## src/rtl/ppwm_pkg.sv

```systemverilog
package ppwm_pkg;

    typedef enum logic [1:0] {
        RA_CTRL  = 2'd0,
        RA_MOD   = 2'd1,
        RA_CMP_A = 2'd2,
        RA_CMP_B = 2'd3
    } reg_addr_e;

    localparam int CB_STOP   = 0;
    localparam int CB_CLEAR  = 1;
    localparam int CB_LINK   = 2;
    localparam int CB_PS_LSB = 3;

    typedef struct packed {
        logic sel;   // 0: compare A active, 1: compare B active
        logic last;  // register written most recently
    } duty_state_t;

endpackage

```

## src/rtl/ppwm_prescaler.sv

```systemverilog
module ppwm_prescaler #(
    parameter int PS_W = 3
) (
    input  logic            clk,
    input  logic            rst_n,
    input  logic            run,
    input  logic            clear,
    input  logic [PS_W-1:0] div_sel,
    output logic            tick
);
    localparam int DIV_W = (1 << PS_W) - 1;

    logic [DIV_W-1:0] div_q, div_d;
    logic [DIV_W-1:0] mask;

    always_comb begin
        mask = ~({DIV_W{1'b1}} << div_sel);
        tick = run && ((div_q & mask) == mask);
        div_d = div_q;
        if (clear) begin
            div_d = '0;
        end else if (run) begin
            div_d = div_q + 1'b1;
        end
    end

    always_ff @(posedge clk or negedge rst_n) begin
        if (!rst_n) begin
            div_q <= '0;
        end else begin
            div_q <= div_d;
        end
    end
endmodule

```

## src/rtl/ppwm_counter.sv

```systemverilog
module ppwm_counter #(
    parameter int DW = 16
) (
    input  logic          clk,
    input  logic          rst_n,
    input  logic          tick,
    input  logic          clear,
    input  logic [DW-1:0] period,
    output logic [DW-1:0] count,
    output logic          wrap
);
    logic [DW-1:0] cnt_q, cnt_d;

    always_comb begin
        wrap  = tick && !clear && (cnt_q >= period);
        cnt_d = cnt_q;
        if (clear || wrap) begin
            cnt_d = '0;
        end else if (tick) begin
            cnt_d = cnt_q + 1'b1;
        end
    end

    always_ff @(posedge clk or negedge rst_n) begin
        if (!rst_n) begin
            cnt_q <= '0;
        end else begin
            cnt_q <= cnt_d;
        end
    end

    assign count = cnt_q;
endmodule

```

## src/rtl/ppwm_duty_sel.sv

```systemverilog
module ppwm_duty_sel
    import ppwm_pkg::*;
#(
    parameter int DW = 16
) (
    input  logic          clk,
    input  logic          rst_n,
    input  logic          linked,
    input  logic          wrap,
    input  logic          wr_a,
    input  logic          wr_b,
    input  logic [DW-1:0] cmp_a,
    input  logic [DW-1:0] cmp_b,
    output logic [DW-1:0] cmp_active,
    output logic          sel
);
    duty_state_t st_q, st_d;

    always_comb begin
        st_d = st_q;
        if (!linked) begin
            st_d.sel  = 1'b0;
            st_d.last = 1'b0;
        end else begin
            if (wr_a) st_d.last = 1'b0;
            if (wr_b) st_d.last = 1'b1;
            if (wrap) st_d.sel  = st_d.last;
        end
    end

    always_ff @(posedge clk or negedge rst_n) begin
        if (!rst_n) begin
            st_q <= '0;
        end else begin
            st_q <= st_d;
        end
    end

    assign sel        = st_q.sel;
    assign cmp_active = st_q.sel ? cmp_b : cmp_a;
endmodule

```

## src/rtl/pingpong_pwm.sv

```systemverilog
module pingpong_pwm
    import ppwm_pkg::*;
#(
    parameter int DW   = 16,
    parameter int PS_W = 3
) (
    input  logic          clk,
    input  logic          rst_n,
    input  logic          wr_en,
    input  logic [1:0]    wr_addr,
    input  logic [DW-1:0] wr_data,
    output logic          pwm_out,
    output logic          aux_pin_free
);
    typedef struct packed {
        logic            stop;
        logic            link;
        logic [PS_W-1:0] psel;
        logic [DW-1:0]   period;
        logic [DW-1:0]   cmp_a;
        logic [DW-1:0]   cmp_b;
    } regs_t;

    regs_t r_q, r_d;

    logic          wr_ctrl, wr_mod, wr_a, wr_b, clr_w;
    logic          tick_w, wrap_w, sel_w;
    logic [DW-1:0] cnt_w, cmp_act_w;

    always_comb begin
        wr_ctrl = wr_en && (wr_addr == RA_CTRL);
        wr_mod  = wr_en && (wr_addr == RA_MOD);
        wr_a    = wr_en && (wr_addr == RA_CMP_A);
        wr_b    = wr_en && (wr_addr == RA_CMP_B);
        clr_w   = wr_ctrl && wr_data[CB_CLEAR];

        r_d = r_q;
        if (wr_ctrl) begin
            r_d.stop = wr_data[CB_STOP];
            r_d.link = wr_data[CB_LINK];
            r_d.psel = wr_data[CB_PS_LSB +: PS_W];
        end
        if (wr_mod) r_d.period = wr_data;
        if (wr_a)   r_d.cmp_a  = wr_data;
        if (wr_b)   r_d.cmp_b  = wr_data;
    end

    always_ff @(posedge clk or negedge rst_n) begin
        if (!rst_n) begin
            r_q.stop   <= 1'b1;
            r_q.link   <= 1'b0;
            r_q.psel   <= '0;
            r_q.period <= '1;
            r_q.cmp_a  <= '0;
            r_q.cmp_b  <= '0;
        end else begin
            r_q <= r_d;
        end
    end

    ppwm_prescaler #(.PS_W(PS_W)) u_presc (
        .clk     (clk),
        .rst_n   (rst_n),
        .run     (!r_q.stop),
        .clear   (clr_w),
        .div_sel (r_q.psel),
        .tick    (tick_w)
    );

    ppwm_counter #(.DW(DW)) u_cnt (
        .clk    (clk),
        .rst_n  (rst_n),
        .tick   (tick_w),
        .clear  (clr_w),
        .period (r_q.period),
        .count  (cnt_w),
        .wrap   (wrap_w)
    );

    ppwm_duty_sel #(.DW(DW)) u_duty (
        .clk        (clk),
        .rst_n      (rst_n),
        .linked     (r_q.link),
        .wrap       (wrap_w),
        .wr_a       (wr_a),
        .wr_b       (wr_b),
        .cmp_a      (r_q.cmp_a),
        .cmp_b      (r_q.cmp_b),
        .cmp_active (cmp_act_w),
        .sel        (sel_w)
    );

    assign pwm_out      = (cnt_w < cmp_act_w);
    assign aux_pin_free = r_q.link;
endmodule

```

## config.mk

```make
export PLATFORM = sky130hd
export DESIGN_NAME = pingpong_pwm
export DESIGN_NICKNAME = d
export VERILOG_FILES = /design/src/rtl/ppwm_pkg.sv /design/src/rtl/ppwm_prescaler.sv /design/src/rtl/ppwm_counter.sv /design/src/rtl/ppwm_duty_sel.sv /design/src/rtl/pingpong_pwm.sv
export SDC_FILE = /design/constraint.sdc
export NUM_CORES = 1
export LEC_CHECK = 0
export ABC_AREA = 0
export BUFFER_PORTS_ARGS = -buffer_cell sky130_fd_sc_hd__buf_4
export CAP_MARGIN = 10
export CORE_MARGIN = 8
export CORE_UTILIZATION = 55
export CTS_CLUSTER_DIAMETER = 100
export CTS_CLUSTER_SIZE = 12
export DETAILED_ROUTE_END_ITERATION = 12
export GPL_TIMING_DRIVEN = 0
export PLACE_DENSITY_LB_ADDON = 0.1
export SYNTH_ARGS = -nofsm -noshare
export SYNTH_HDL_FRONTEND = slang
export SYNTH_SLANG_ARGS = --single-unit
```

## constraint.sdc

```tcl
create_clock -name clk -period 2.9 [get_ports clk]
set_input_delay 0.145 -clock clk [delete_from_list [all_inputs] [get_ports clk]]
set_output_delay 0.145 -clock clk [all_outputs]
set_load 0.01 [all_outputs]
```

==> flow_results.org, run 1 <==
** Routing
- Once detail routing completed, the nets flagged for antenna violations numbered 0.
- First DRT Iteration DRCs :: 82
- Residual DRC :: 0
- Dividing the detail-routed wire length by the instance count gives 16.78 um.
- Vias :: 2,796
- Routed WL :: 8473 um
- The first detailed-routing pass took 4 iterations.
- Avg Vias per Cell :: 5.537

** Global route
- The number of global-route vias before repair is 2,840.
- In the global route stage, met2 resource usage came out at 27.05%.
- Combined global-route utilization of all metal layers :: 17.46%
- Met3 capacity usage during global routing :: 2.811%
- Summed over all layers, the global routing overflow is 0.
- met2 is the most crowded layer.
- The number of antenna violations at the first check in global routing is 0.
- In the global route stage, met1 resource usage came out at 23.84%.
- Global-route wire length before repair :: 14,030 um
- Largest net degree at the start of global routing :: 79

** Cells and area
- Post-layout instance area :: 0.004831 mm2
- Of the cells placed in the final design, the portion with a size suffix greater than 1 is 33.00%.
- Compared with the post-synthesis result, the final layout area differs by 15.36%.
- Number of nets at the end of the flow :: 452
- Number of filler cells placed in the layout :: 611
- Final core utilization :: 63.84%
- Inserted Diodes :: 0

** Logic synthesis
- Synthesis produced a netlist with a net count of 412.
- Area share of the largest cell type after synthesis :: 36.45%
- Count of cell types in the netlist :: 47
- Most used standard cell by instance count after synthesis :: sky130_fd_sc_hd__dfrtp_1
- Number of enable flip-flop cells after synthesis :: 0
- The synthesized design spends more area on one cell type than any other, namely sky130_fd_sc_hd__dfrtp_1.
- Cell area after synthesis :: 0.004188 mm2
- By area the synthesized netlist is led by sky130_fd_sc_hd__dfrtp_1, sky130_fd_sc_hd__mux2_2, sky130_fd_sc_hd__dfstp_2, sky130_fd_sc_hd__ha_1, sky130_fd_sc_hd__mux2i_1.
- Commonest cells post-synth :: sky130_fd_sc_hd__dfrtp_1, sky130_fd_sc_hd__mux2_2, sky130_fd_sc_hd__ha_1, sky130_fd_sc_hd__nor2_1, sky130_fd_sc_hd__inv_1
- Yosys printed 0 warnings.
- After synthesis, the share of flip-flops with an asynchronous set or reset is 100.0%.
- Synthesized instance count :: 358
- The most used flip-flop cell after synthesis is sky130_fd_sc_hd__dfrtp_1.
- Of the synthesized area, sequential elements account for 47.12%.
- Number of register bits inferred by synthesis :: 78
- After synthesis, the mean cell area works out to 11.70 um2.

** Worst setup path
- The slowest stage of the critical path is the sky130_fd_sc_hd__dfrtp_2 cell.
- For the worst flop-to-flop path, the logic depth is 10.
- Largest delay contributor family on the critical path :: compound AO/OA/AOI/OAI gates
- Startpoint types :: flip-flop
- The critical path contains buffers and inverters numbering 2 combined.
- The signal on the critical path passes through clkbuf_16 -> mux2i_2 -> ha_1 -> a21o_1 -> a21o_1 -> a21oi_2 -> nor2_2 -> a2111oi_4 -> nor2_1 -> a211oi_2 -> buf_4.
- Crit path from :: u_duty.sel
- In this design, the critical path's most frequently occurring cell is sky130_fd_sc_hd__a21o_1.
- Along the worst path, the maximum fanout reaches 8.
- WP data arrival :: 2.66 ns
- STA classifies the critical path endpoint as a primary output.
- The worst register-to-register path begins at r_q[45].
- The worst register-to-register path has a setup slack of 0.27 ns.
- Worst setup path category :: reg -> out
- For this run, the slowest stage of the critical path takes 0.43 ns.
- Required time of the critical path :: 2.76 ns
- The worst register-to-register path ends at u_cnt.count[4].

** Placed design
- The count of buffers added on input and output ports is 22.
- Detailed Place HPWL :: 5979 um
- After detailed placement, the total cell area comes to 0.004482 mm2.
- Placer Congestion :: 0.8079

** Floorplan
- Core ar. :: 0.007567 mm2
- The die covers 0.01066 mm2.
- Overall die width :: 103.3 um
- Site Rows :: 32
- Starting Density :: 55.34%
- Top-Level Pins :: 23
- The floorplan step set the die height to 103.3 um.

** Timing
- Transition at the pin with the smallest max-transition slack :: 0.9661 ns
- Total of endpoints with negative setup slack in the final report :: 0
- Maximum frequency from static timing analysis :: 0.3559 GHz
- Crit path time final :: 2.810 ns
- Clock Skew :: 0.008457 ns
- After routing, the total negative slack on setup checks comes to 0 ns.
- Max_slew headroom :: 35.59%
- Setup repair after global routing left no endpoint under its margin.
- Post-route clock period utilization :: 96.89%
- Hold Vio Cnt, Final :: 0
- The number of pins with negative max-slew slack in the final report is 0.
- Hold timing on the final database bottoms out at a slack of 0.03960 ns.

** Power
- Per report_power, the sequential group accounts for 47.1% of the total.
- The worst-case IR drop observed on VDD is 319.0 uV.
- Per report_power, the combinational group accounts for 22.7% of the total.
- Switching power :: 0.0009112 W
- For this design the static power due to leakage is 2.194 nW.
- Dividing total power by cell area gives a power density of 651.9 mW/mm2.
- In this run switching power makes up 28.93% of total power.
- The clock network burns 30.2% of the power.
- Cell Int Power :: 0.002238 W

** Clocking
- CTS sink count :: 78
- TritonCTS built the clock tree.
- Clock tree synthesis inserted a total of 9 buffers.
- Clock latency on the worst-skew pair, taken at its later pin, is 0.35 ns.
- Maximum buffer depth of the clock tree :: 2
- Clock-pin slew was measured on the worst setup and hold paths at 0.08 ns.
- The tree is rooted in a sky130_fd_sc_hd__clkbuf_8.
- The H-tree generated during clock tree synthesis spans 3 levels.

** Min path
- Number of cells on the worst hold path :: 2
- Beginning of the worst hold path :: wr_data[10]
- In this run the worst hold path is classified as in -> reg.
- Hold EP :: r_q[10]

** Job
- Number of max-cap violations :: 0

** Run status
- Run status :: finished clean
[layer usage]
metal / routed length [um] / part of all wire (%)
met1: 4271 / 50
met2: 3928 / 46
met3: 171 / 2.0
met4: 102 / 1.2
met5: 0 / 0
[layout by cell type (no fill, tap or decap), types with 2 or more instances in the layout]
master and instances:
sky130_fd_sc_hd__mux2_2 52, sky130_fd_sc_hd__o31ai_1 3, sky130_fd_sc_hd__o21ai_1 2, sky130_fd_sc_hd__nand2_1 11, sky130_fd_sc_hd__nor3_1 8, sky130_fd_sc_hd__clkbuf_1 5, sky130_fd_sc_hd__nor2_1 27, sky130_fd_sc_hd__ha_1 33
sky130_fd_sc_hd__buf_4 30, sky130_fd_sc_hd__xor2_1 2, sky130_fd_sc_hd__a21oi_1 10, sky130_fd_sc_hd__nand2b_1 2, sky130_fd_sc_hd__and4_1 2, sky130_fd_sc_hd__nor3b_1 5, sky130_fd_sc_hd__a21oi_2 3, sky130_fd_sc_hd__nand4_1 6
sky130_fd_sc_hd__o211ai_1 3, sky130_fd_sc_hd__xnor2_1 15, sky130_fd_sc_hd__dfrtp_1 60, sky130_fd_sc_hd__nand3b_1 2, sky130_fd_sc_hd__nand3_1 8, sky130_fd_sc_hd__dfstp_2 17, sky130_fd_sc_hd__a21o_1 9, sky130_fd_sc_hd__o21ai_0 7
sky130_fd_sc_hd__nor2b_1 2, sky130_fd_sc_hd__mux2i_1 16, sky130_fd_sc_hd__inv_1 20, sky130_fd_sc_hd__clkbuf_8 12, sky130_fd_sc_hd__buf_2 2, sky130_fd_sc_hd__bufinv_16 2, sky130_fd_sc_hd__or4_1 2
[cell families (layout without fill, tap and decap cells)]
| logic type | count (synthesis) | in the layout | synth area share [%] |
|---|---|---|---|
| AOI/OAI and AO/OA | 46 | 46 | 7.858 |
| xor gates and xnor gates | 17 | 17 | 3.556 |
| adders and majority gates | 33 | 33 | 9.860 |
| buffers and inverters | 30 | 75 | 2.838 |
| DFF | 78 | 78 | 47.12 |
| muxes | 69 | 69 | 18.05 |
| and+or+nand+nor | 85 | 85 | 10.73 |
[sequential cells by signal, indices dropped and copies added (netlist names)]
| name | flops |
|---|---|
| u_duty.sel | 1 |
| u_presc.div_q | 7 |
| u_duty.st_q | 1 |
| u_cnt.count | 16 |
| r_q | 52 |
| aux_pin_free | 1 |
[power groups by stage]
stage | logic [W] | clock network [W] | registers (W)
3_5_place_dp | 0.000698 | 0 | 0.00150
5_1_grt | 0.000812 | 0.00100 | 0.00152
2_1_floorplan | 0.000529 | 0 | 0.00146
3_3_place_gp | 0.000679 | 0 | 0.00150
4_1_cts | 0.000710 | 0.000967 | 0.00148
6_report | 0.000715 | 0.000950 | 0.00148
[how the worst max path moves through the flow]
stage | end | slack [ns] | cells after the start
2_1_floorplan | pwm_out | 0.06 | 11
3_3_place_gp | pwm_out | -0.50 | 12
3_5_place_dp | pwm_out | -0.48 | 12
4_1_cts | pwm_out | 0.04 | 11
5_1_grt | pwm_out | 0.02 | 11
6_report | pwm_out | 0.09 | 11
[per-stage QoR]
stage / total power [W] / worst slack [ns] / std cells
after floorplan: 0.001988 / 0.05689 / 358
after global routing: 0.003331 / 0.02268 / 505
after global placement: 0.002174 / -0.4988 / 482
after detailed placement: 0.002203 / -0.4831 / 482
after CTS: 0.003162 / 0.03702 / 499
final: 0.003149 / 0.09011 / 505
[area by class of cell]
class	count	area (um2)	share of cell area (%)
repair buffers	30	227.7	4.714
clock buffers	13	168.9	3.497
clock inverters	3	65.06	1.347
plain buffers	9	62.56	1.295
well taps	102	127.6	2.642
inverters	20	75.07	1.554
multi-input cells	250	2130	44.08
flip-flops and latches	78	1974	40.87
[timing repair]
action / 4_1_cts / 5_1_grt
endpoints found under the hold margin: 61 / 0
pin swaps: 1 / 8
resized for setup: 6 / 6
endpoints found under the setup margin: 1 / 11
setup buffers: 1 / 6
hold buffers: 1 / 0
No activity file was read; power rests on OpenSTA's default activity.
==> inputs of run 2 (changes only) <==
--- a/config.mk
+++ b/config.mk
@@ -10,6 +10,7 @@
 export CAP_MARGIN = 10
 export CORE_MARGIN = 8
 export CORE_UTILIZATION = 55
+export CTS_BUF_LIST = sky130_fd_sc_hd__clkbuf_16
 export CTS_CLUSTER_DIAMETER = 100
 export CTS_CLUSTER_SIZE = 12
 export DETAILED_ROUTE_END_ITERATION = 12
==> run 2 against run 1 <==
  * The flow now finishes with violations (negative hold slack)
  * Critical endpoint unchanged
  * Clock skew down 0.0041 ns
  * Sequential power about the same
  * Clock-buffer cell count down 4
  * Global-route usage up 0.20 points
  * First-iteration DRC count up 93%
  * Register-to-register slack worse by 0.04 ns
  * Final area about the same
  * Critical path depth unchanged
  * Via count down 0.93%
  * Wire length up 0.25%
  * Clock power up 22%
  * Cell count down 1.4%
==> flow_results.org, run 2 (synthesis results as in run 1) <==
** Global route
- Aggregate global routing overflow :: 0
- Entering global routing, the biggest net connects 79 pins.
- Combined global-route utilization of all metal layers :: 17.66%
- The first global-routing pass estimated 14,120 um of wire.
- Initial antenna violation count :: 0
- Vias in the first global route :: 2,838

** Clocking
- Number of buffers inserted for hold repair after clock tree synthesis :: 0
- CTS sink count :: 78
- CTS Buf Count :: 9
- TritonCTS built the clock tree.
- The H-tree was split into 3 levels.
- Clk root buf :: sky130_fd_sc_hd__clkbuf_16
- Worst skew pair latency :: 0.33 ns
- Maximum buffer depth of the clock tree :: 2
- After clock tree synthesis, the clock-pin slew on the worst setup and hold paths is 0.06 ns.

** Cells and area
- Number of nets at the end of the flow :: 445
- After filler insertion, the fill cell instance count of the layout stands at 609.
- Top reg by flops :: r_q
- The post-route netlist has 30.81% of its cells at a drive strength greater than 1.
- The register with the most flip-flops in the layout has 52 of them.
- Leaving out fill and tap cells, the most frequent cell in the layout is sky130_fd_sc_hd__dfrtp_1.
- 0 antenna diodes ended up in the layout.
- Layout area overhead :: 15.30%
- Once layout is complete, the utilization of the core stands at 63.81%.
- The library cells used most frequently in the layout, excluding fill and tap cells, are sky130_fd_sc_hd__dfrtp_1, sky130_fd_sc_hd__mux2_2, sky130_fd_sc_hd__ha_1.
- After the flow finishes, the layout carries non-filler instances totaling 498.

** Routing
- Residual DRC :: 0
- Vias :: 2,770
- Avg Vias per Cell :: 5.562
- DR pass1 iterations :: 4
- After detailed routing, the average wire length per cell comes to 17.06 um.
- After the first detailed-routing iteration, the DRC count stood at 158.
- The final layout contains routed wiring with a total length of 8494 um.
- ANT nets after route :: 0

** Placed design
- Detailed Place HPWL :: 5979 um
- Including well taps, the total number of placed cells is 482.
- Placer Congestion :: 0.8079
- Number of buffer cells added on primary ports :: 22

** Timing
- Setup violations remaining at the end of the flow were counted as 0.
- At the pin with the least slew margin, the transition time is 0.9614 ns.
- Setup repair after global routing could not meet its margin everywhere.
- Maximum frequency from static timing analysis :: 0.3594 GHz
- Crit path time final :: 2.782 ns
- The number of pins with negative max-slew slack in the final report came to 0.
- Across all hold checks on the routed design, the worst slack comes to -0.02357 ns.
- Post-route clock period utilization :: 95.94%
- Hold Vio Cnt, Final :: 42
- The worst pin sits at a relative slew slack of 35.91%.
- Clock Skew :: 0.004368 ns

** Worst setup path
- On the worst path, the slowest cell contributes a delay of 0.42 ns.
- For the worst setup path, the data required time is 2.76 ns.
- STA classifies the critical path startpoint as a flip-flop.
- Setup slack, reg-to-reg :: 0.23 ns
- For the worst setup path, the data arrival time is 2.64 ns.
- The slowest stage of the critical path is the sky130_fd_sc_hd__dfrtp_2 cell.
- Worst setup path category :: reg -> out
- Highest net fanout along the worst path :: 10
- The signal on the critical path passes through clkbuf_16 -> mux2i_2 -> ha_1 -> a21o_1 -> a21o_1 -> a21oi_1 -> nor2_1 -> a2111oi_2 -> nor2_1 -> a211oi_2 -> buf_4.
- Capturing element type of the critical path :: primary output

** Floorplan
- In this run the core area contains 32 standard-cell rows.
- Die area :: 0.01066 mm2
- Pin placement for this block handled 23 I/O pins.
- The die is 103.3 um wide.
- Starting Density :: 55.34%
- Core ar. :: 0.007567 mm2
- Chip height :: 103.3 um

** Power
- IR analysis of the VDD net gives a maximum drop of 395.5 uV.
- Leak Pwr :: 2.188 nW
- Ratio of total power to cell area :: 694.0 mW/mm2

** Job
- Max-cap violations in this run came to 0.

** Min path
- Worst min path class :: in -> async

** Run status
- Run status :: finished, violations left
- Violated checks :: negative hold slack
run 2: worst max-delay path: cells and delay by family (launching register included):
family	cells	cell delay (ns)
muxes	1	0.18
DFF	1	0.42
AOI/OAI and AO/OA	5	0.93
adders and majority gates	1	0.26
and+or+nand+nor	2	0.17
buffers and inverters	2	0.33
run 2: metal layers:
layer	wire (um)	track usage, %	up-vias
met5	0	0	-
li1	-	-	1354
met4	184	7.786	0
met2	3873	27.15	48
met1	4181	23.93	1356
met3	254	3.079	12
run 2: final timing paths:
| check | start | end | cells after the start |
|---|---|---|---|
| worst max-delay path | u_duty.sel | pwm_out | 11 |
| worst min-delay path | rst_n | r_q[25] | 1 |
| worst max register to register | r_q[45] | u_cnt.count[15] | 10 |
| worst min register to register | r_q[18] | r_q[18] | 1 |
| max in group asynchronous | rst_n | u_duty.sel | 1 |
| min in group clk | wr_data[14] | r_q[30] | 2 |
run 2: where the power goes:
part	switching (W)	leakage (nW)	internal (W)
sequential	0.000163	0.936	0.00132
clock	0.000420	0.153	0.000740
combinational	0.000350	1.10	0.000354
run 2: what timing repair did:
action,CTS,global route
pin swaps,0,2
resized for setup,6,3
setup buffers,1,0
endpoints found under the setup margin,1,11
hold endpoints to repair,0,0
cloned,0,0
run 2: per-stage QoR:
| stage | cell area (um2) | worst slack, ns | TNS (ns) | total power, W |
|---|---|---|---|---|
| after global placement | 4482 | -0.4988 | -0.4988 | 0.002174 |
| after global routing | 4828 | -0.03866 | -0.03866 | 0.003543 |
| after detailed placement | 4482 | -0.4831 | -0.4831 | 0.002203 |
| after CTS | 4818 | 0.01545 | 0 | 0.003383 |
| final | 4828 | 0.1176 | 0 | 0.003351 |
| after floorplan | 4189 | 0.05689 | 0 | 0.001988 |
run 2: area by class of cell:
class                           instances  area [um2]  share of cell area (%)
Tap cell                              102       127.6                   2.643
Sequential cell                        78        1974                   40.89
Multi-Input combinational cell        250        2111                   43.72
Inverter                               20       75.07                   1.555
Buffer                                  9       62.56                   1.296
Clock buffer                            9       225.2                   4.664
Timing Repair Buffer                   23       172.7                   3.576
Clock inverter                          7       80.08                   1.658
